**config.mk**
```make
export PLATFORM = sky130hd
export DESIGN_NAME = dqs_read_seq
export DESIGN_NICKNAME = d
export VERILOG_FILES = /design/src/rtl/dqs_read_seq.sv
export SDC_FILE = /design/constraint.sdc
export NUM_CORES = 1
export LEC_CHECK = 0
export ABC_AREA = 0
export BUFFER_PORTS_ARGS = -buffer_cell sky130_fd_sc_hd__buf_2
export CORE_ASPECT_RATIO = 0.75
export CORE_MARGIN = 10
export CORE_UTILIZATION = 58
export CTS_CLUSTER_DIAMETER = 60
export DETAILED_ROUTE_END_ITERATION = 10
export PLACE_DENSITY = 0.78
export SYNTH_ARGS = -nofsm -noshare
export SYNTH_HDL_FRONTEND = slang
export SYNTH_SLANG_ARGS = --single-unit
```
**constraint.sdc**
```tcl
create_clock -name clk -period 2.8 [get_ports clk]
set_input_delay 0.56 -clock clk [delete_from_list [all_inputs] [get_ports clk]]
set_output_delay 0.56 -clock clk [all_outputs]
set_load 0.01 [all_outputs]
```
**src/rtl/dqs_read_seq.sv**
```systemverilog
module dqs_read_seq #(
  parameter int BL     = 4,
  parameter int W      = 8,
  parameter int RD_LAT = 4
) (
  input  logic              clk,
  input  logic              rst_n,
  input  logic              rd_valid,
  input  logic [2*BL*W-1:0] rd_data,
  output logic [1:0]        dqs_oe,
  output logic [1:0]        dqs_o,
  output logic [1:0]        dq_oe,
  output logic [2*W-1:0]    dq_o
);
  localparam int DW = 2 * W;
  localparam int BW = BL * DW;
  localparam int D  = RD_LAT - 2;
  localparam int CW = $clog2(BL + 1);

  typedef enum logic [1:0] {S_IDLE, S_PRE, S_DAT, S_POST} st_t;

  st_t           st;
  logic [CW-1:0] cnt;
  logic [BW-1:0] sh, hd;
  logic          hv, hc;
  logic          launch;
  logic [BW-1:0] ldata;

  if (D == 0) begin : g_nodly
    assign launch = rd_valid;
    assign ldata  = rd_data;
  end else begin : g_dly
    logic [D-1:0]  dly_v;
    logic [BW-1:0] dly_d [D];
    always_ff @(posedge clk or negedge rst_n) begin
      if (!rst_n) begin
        dly_v <= '0;
        for (int i = 0; i < D; i++) dly_d[i] <= '0;
      end else begin
        dly_v[0] <= rd_valid;
        dly_d[0] <= rd_data;
        for (int i = 1; i < D; i++) begin
          dly_v[i] <= dly_v[i-1];
          dly_d[i] <= dly_d[i-1];
        end
      end
    end
    assign launch = dly_v[D-1];
    assign ldata  = dly_d[D-1];
  end

  wire last_dat = (st == S_DAT) && (cnt == CW'(1));
  wire chain    = (st == S_DAT) && (cnt == CW'(2));
  wire consume  = hv && ((st == S_IDLE) || (st == S_POST) || (last_dat && hc));
  wire take_new = launch && (st == S_IDLE) && !hv;
  wire store    = launch && !take_new && (!hv || consume);

  always_ff @(posedge clk or negedge rst_n) begin
    if (!rst_n) begin
      st  <= S_IDLE;
      cnt <= '0;
      sh  <= '0;
      hd  <= '0;
      hv  <= 1'b0;
      hc  <= 1'b0;
    end else begin
      case (st)
        S_IDLE:
          if (hv) begin
            st <= S_PRE; sh <= hd; hv <= 1'b0;
          end else if (launch) begin
            st <= S_PRE; sh <= ldata;
          end
        S_PRE: begin
          st  <= S_DAT;
          cnt <= CW'(BL);
        end
        S_DAT:
          if (!last_dat) begin
            cnt <= cnt - CW'(1);
            sh  <= sh >> DW;
          end else if (hv && hc) begin
            cnt <= CW'(BL); sh <= hd; hv <= 1'b0;
          end else begin
            st <= S_POST;
          end
        S_POST:
          if (hv) begin
            st <= S_PRE; sh <= hd; hv <= 1'b0;
          end else begin
            st <= S_IDLE;
          end
        default: st <= S_IDLE;
      endcase
      if (store) begin
        hv <= 1'b1;
        hc <= chain;
        hd <= ldata;
      end
    end
  end

  assign dqs_oe = (st == S_PRE || st == S_DAT) ? 2'b11 : (st == S_POST) ? 2'b01 : 2'b00;
  assign dqs_o  = (st == S_DAT) ? 2'b01 : 2'b00;
  assign dq_oe  = (st == S_DAT) ? 2'b11 : 2'b00;
  assign dq_o   = (st == S_DAT) ? sh[DW-1:0] : '0;

  p_dq_needs_strobe_r3: assert property (@(posedge clk) disable iff (!rst_n)
    (dq_oe != 2'b00) |-> (dqs_oe == 2'b11 && dqs_o == 2'b01));

  p_preamble_first_r2: assert property (@(posedge clk) disable iff (!rst_n)
    $rose(dq_oe[0]) |-> ($past(dqs_oe) == 2'b11 && $past(dqs_o) == 2'b00));

  p_postamble_shape_r4: assert property (@(posedge clk) disable iff (!rst_n)
    $fell(dq_oe[0]) |-> (dqs_oe == 2'b01 && dqs_o == 2'b00 && dq_oe == 2'b00));

  p_postamble_once_r4: assert property (@(posedge clk) disable iff (!rst_n)
    (st == S_POST) |=> (st != S_POST));

  p_seamless_join_r5: assert property (@(posedge clk) disable iff (!rst_n)
    (launch && chain && !hv) |=> ##1 (st == S_DAT && cnt == CW'(BL)));

  p_late_held_r6: assert property (@(posedge clk) disable iff (!rst_n)
    (launch && st == S_DAT && !chain && !hv) |=> hv);
endmodule

```
Word-level counts from Yosys, hierarchy flattened
Cells that the tools add are included.
{"block": "word_totals", "register_bits": 265, "romBits": 0, "output_inout_bits": 22, "memories": 0, "mem_bits_rw": 0, "latch_bits": 0}
{"block": "classes", "multipliers": 0, "n_lt_le_gt_ge": 0, "bitwise_logic": 0, "add_sub_neg": 1, "n_mux": 24, "n_eq_ne": 12, "shift": 0, "div_mod_pow": 0, "reduce_logical": 24}
{"op": "$mux 64", "count": 5}
{"op": "$pmux 64 s3", "count": 1}
{"op": "$mux 16", "count": 1}
{"op": "$mux 2", "count": 6}
{"op": "$logic_and 1x1->1", "count": 9}
{"op": "$pmux 2 s4", "count": 1}
{"op": "$mux 1", "count": 6}
{"op": "$mux 3", "count": 2}
{"op": "$ne 2x2->1 const B", "count": 3}
{"op": "$ne 3x2->1 const B", "count": 2}
{"op": "$ne 3x3->1 const B", "count": 2}
{"op": "$pmux 3 s2", "count": 1}
{"op": "$reduce_and 3->1", "count": 2}
{"op": "$reduce_bool 3->1", "count": 2}
{"op": "$eq 2x2->1 const B", "count": 2}
{"op": "$logic_or 1x1->1", "count": 4}
{"op": "$reduce_and 4->1", "count": 1}
{"op": "$eq 3x1->1 const B", "count": 1}
{"op": "$eq 3x2->1 const B", "count": 1}
{"op": "$sub 3x1->3 const B", "count": 1}
{"op": "$eq 2x1->1 const B", "count": 1}
{"op": "$logic_not 1->1", "count": 2}
{"op": "$logic_not 2->1", "count": 1}
{"op": "$pmux 1 s2", "count": 1}
{"op": "other kinds (3)", "count": 3}

Depth between registers and ports, before layout
{"block": "depth", "ltp_word": 9, "ltp_mapped": 9, "mapped_depth_nobuf": 6}

Worst setup path before layout
No wires, ideal clock.
{"block": "synth_path", "path_type": "flip-flop to output port", "start": "register st[0]", "end": "output port dq_o[10]", "t_required_ps": 2240, "arrival_ps": 1589, "stages_incl_launch_ff": 7, "slack_ps": 651, "cell_sequence": "dfrtp_1 -> inv_1 -> ha_1 -> buf_2 -> clkbuf_1 -> clkbuf_1 -> and2_1"}
{"block": "synth_via", "elab_chain_len": 2}
{"item": "from (decl)", "line_no": "22", "source": "st_t st;"}
{"item": "from (signal assigned)", "line_no": "60", "source": "st <= S_IDLE;"}
{"item": "from (signal assigned)", "line_no": "70", "source": "st <= S_PRE; sh <= hd; hv <= 1'b0;"}
{"item": "from (signal assigned)", "line_no": "72", "source": "st <= S_PRE; sh <= ldata;"}
{"item": "$eq 2x2->1", "line_no": "106", "source": "assign dq_o = (st == S_DAT) ? sh[DW-1:0] : '0;"}
{"item": "$mux 16", "line_no": "106"}
{"item": "to (decl)", "line_no": "13", "source": "output logic [2*W-1:0] dq_o"}
No other way between the ends.

Worst setup path in the final report
{"block": "layout_path", "start": "register st[0]", "end": "output port dq_o[6]"}
The elaborated chain is that of the path after synthesis.

==> results.yml <==
clocking:
  root_buffer: "clkbuf_16"
  clk_path_buf_depth: 3
  cts_buffers: 24
  post_cts_buffers: 0
  tritoncts: "yes"
  clock_sinks: 265
  htreeDepth: 1
  clk_latency_ns: 0.51
  clk_pin_slew_ns: 0.07
  cts-resized-gates: 0
critical_path:
  slowest_delay_ns: 0.42
  slowest_stage: "dfrtp_1"
  cp-start-kind: "flip-flop"
  worstPathCellList: "inv_1 > ha_1 > buf_4 > and2_1 > buf_2"
  cp-startpoint: "st[0]"
  cp-endpoint: "dq_o[6]"
  critPathMaxFanout: 22
  cp_num_buf_inv: 3
  cp-end-kind: "output pin"
  worstPathArrival_ns: 1.89
  r2r_start: "st[0]"
  r2r_slack_ns: 0.39
  crit_family: "buffers and inverters"
  cp_num_cells: 5
  rr_endpoint: "sh[37]"
  worstRegToRegCells: 7
  crit_type: "reg -> out"
  required_ns: 2.24
timing:
  worstMarginPinSlew_ns: 0.658
  fin_crit_ns: 2.45
  setup_viol: 0
  setup_tns_ns: 0
  rsz0062_at_grt: "no"
  fin_skew_ns: 0.0121
  maxSlewViolCount: 0
  relSlewSlack_pct: 56.1
  fmax_mhz: 408
  fin_crit_sh_pct: 87.5
  finalHoldViolCount: 0
drt:
  vias_per_cell: 6.13
  drc: 0
  detail-route-antenna-nets: 0
  dr.pass1.iters: 6
  wl_per_cell_um: 21.1
  routed-via-count: 5984
  drt-total-wl_um: 20600
  drt_iter0_drc: 860
cells_and_area:
  fin_nets: 824
  fill_cells: 1043
  drive_gt1_share_pct: 29.2
  antennaDiodeCount: 0
  area_growth_pct: 16.5
  postLayoutCoreUtil_pct: 69.2
yosys:
  synth_edf_count: 0
  ys_seq_area_share_pct: 69.5
  synth.avg_cell_area_um2: 14.2
  synth-seq-cells: 265
  syn-cell-area_mm2: 0.00954
  synth_ff_type: "dfrtp_1"
  synth_nets: 747
  async_reset_ff_share_pct: 100
  yosysWarnings: 0
  netlist_instances: 672
  yosysUniqueCellTypes: 44
floorplanning:
  core_area_mm2: 0.0161
  die_y_um: 131
  dieArea_mm2: 0.0220
  fp-row-count: 40
  initial_core_util_pct: 59.4
  fp.dieW_um: 168
  pin_count: 89
power_and_ir_drop:
  peakVddDrop_mv: 0.617
  p_per_area_mw_per_mm2: 1280
  p_leak_nw: 4.91
worst_hold_path:
  hp-class: "in -> reg"
place:
  place_congestion: 0.830
  hpwl_um: 12400
  portBuffers: 87
grt:
  grt_use_total_pct: 18.8
  gr-total-overflow: 0
  grt_pass1_wl_um: 33800
  grt_pass1_vias: 6289
  antenna_found_initial: 0
  grt_max_degree: 87
job:
  max-cap-violations: 0
status:
  status: "complete, no violations"
-- through the flow --
stage	power [mW]	setup slack, ns	instance area (µm²)	hold WS [ns]	instances
floorplan	9.20	0.651	9540	0.264	672
global placement	10.2	0.600	10200	0.333	932
detailed placement	10.5	0.498	10200	0.335	932
CTS	14.3	0.344	11100	0.133	976
global route	15.1	0.187	11100	0.128	976
finish	14.3	0.350	11100	0.149	976
-- cell usage after synthesis (2+ instances only) --
cell type	number	share of area (%)
a21oi_1	119	6.2
a222oi_1	39	4.1
a22oi_1	12	0.94
a31oi_1	10	0.66
and2_1	17	1.1
buf_2	21	1.1
buf_4	9	0.71
buf_6	4	0.47
clkbuf_1	19	0.75
dfrtp_1	265	70
ha_1	8	1.0
inv_1	7	0.28
mux2_2	72	8.5
mux2i_1	3	0.31
nand2_1	16	0.63
nand2b_1	2	0.13
nor2_1	3	0.12
nor2b_1	3	0.20
nor3_1	2	0.10
o21ai_0	15	0.79
or3_1	3	0.20
-- cell usage in the layout (no fill, tap or decap), types with 10 or more instances in the layout --
master / synthesis / routed
a22oi_1: 12 / 12
mux2_2: 72 / 72
nand2_1: 16 / 15
clkbuf_16: 0 / 25
and2_1: 17 / 16
a222oi_1: 39 / 39
a31oi_1: 10 / 10
buf_2: 21 / 86
o21ai_0: 15 / 15
dfrtp_1: 265 / 265
a21oi_1: 119 / 119
-- layout make-up --
class / instances / area (µm²) / area share [%]
Clock buffer: 32 / 702 / 6.32
Clock inverter: 11 / 205 / 1.85
Inverter: 7 / 26.3 / 0.236
Multi-Input combinational cell: 347 / 2610 / 23.5
Sequential cell: 265 / 6630 / 59.7
Tap cell: 210 / 263 / 2.36
Timing Repair Buffer: 104 / 676 / 6.08
-- worst min-delay path by stage --
| stage | start | endpoint | slack [ns] | depth (start not counted) |
|---|---|---|---|---|
| 6_report | rd_data[56] | g_dly.dly_d[120] | 0.15 | 1 |
| 5_1_grt | rd_data[55] | g_dly.dly_d[119] | 0.13 | 1 |
| 4_1_cts | rd_data[60] | g_dly.dly_d[124] | 0.13 | 1 |
| 3_5_place_dp | g_dly.dly_d[98] | ldata[34] | 0.33 | 0 |
| 3_3_place_gp | g_dly.dly_d[122] | ldata[58] | 0.33 | 0 |
| 2_1_floorplan | rst_n | cnt[0] | 0.26 | 0 |
-- kinds of logic after synthesis --
logic type      share of synthesized area [%]
flops                                    69.5
fa+ha+maj                                1.05
other cells                            0.0393
simple gates                             3.38
mux                                      8.93
buf+inv                                  3.31
compound gates                           13.8
-- registers in the layout, summed over array words and instances (netlist names) --
name and count:
g_dly.dly_d 64, st 2, hv 1, g_dly.dly_v 2, sh 64, hd 64, cnt 3, hc 1
ldata 64
-- report_power, final --
| part | internal [mW] | switching [mW] |
|---|---|---|
| sequential | 4.99 | 0.729 |
| clock | 2.31 | 1.36 |
| combinational | 2.23 | 2.65 |
| total | 9.53 | 4.74 |
-- metal layers --
layer / GRT usage, % / routed length (µm) / vias up
met5: 0 / 0 / -
met4: 6.03 / 542 / 0
met3: 4.14 / 1510 / 41
met2: 30.2 / 9850 / 293
met1: 25.4 / 8700 / 3041
li1: - / - / 2609
-- timing repair --
action	CTS	global route
endpoints found under the setup margin	0	0
hold buffers	1	0
endpoints found under the hold margin	50	0
Power figures use the tool's default switching activity.
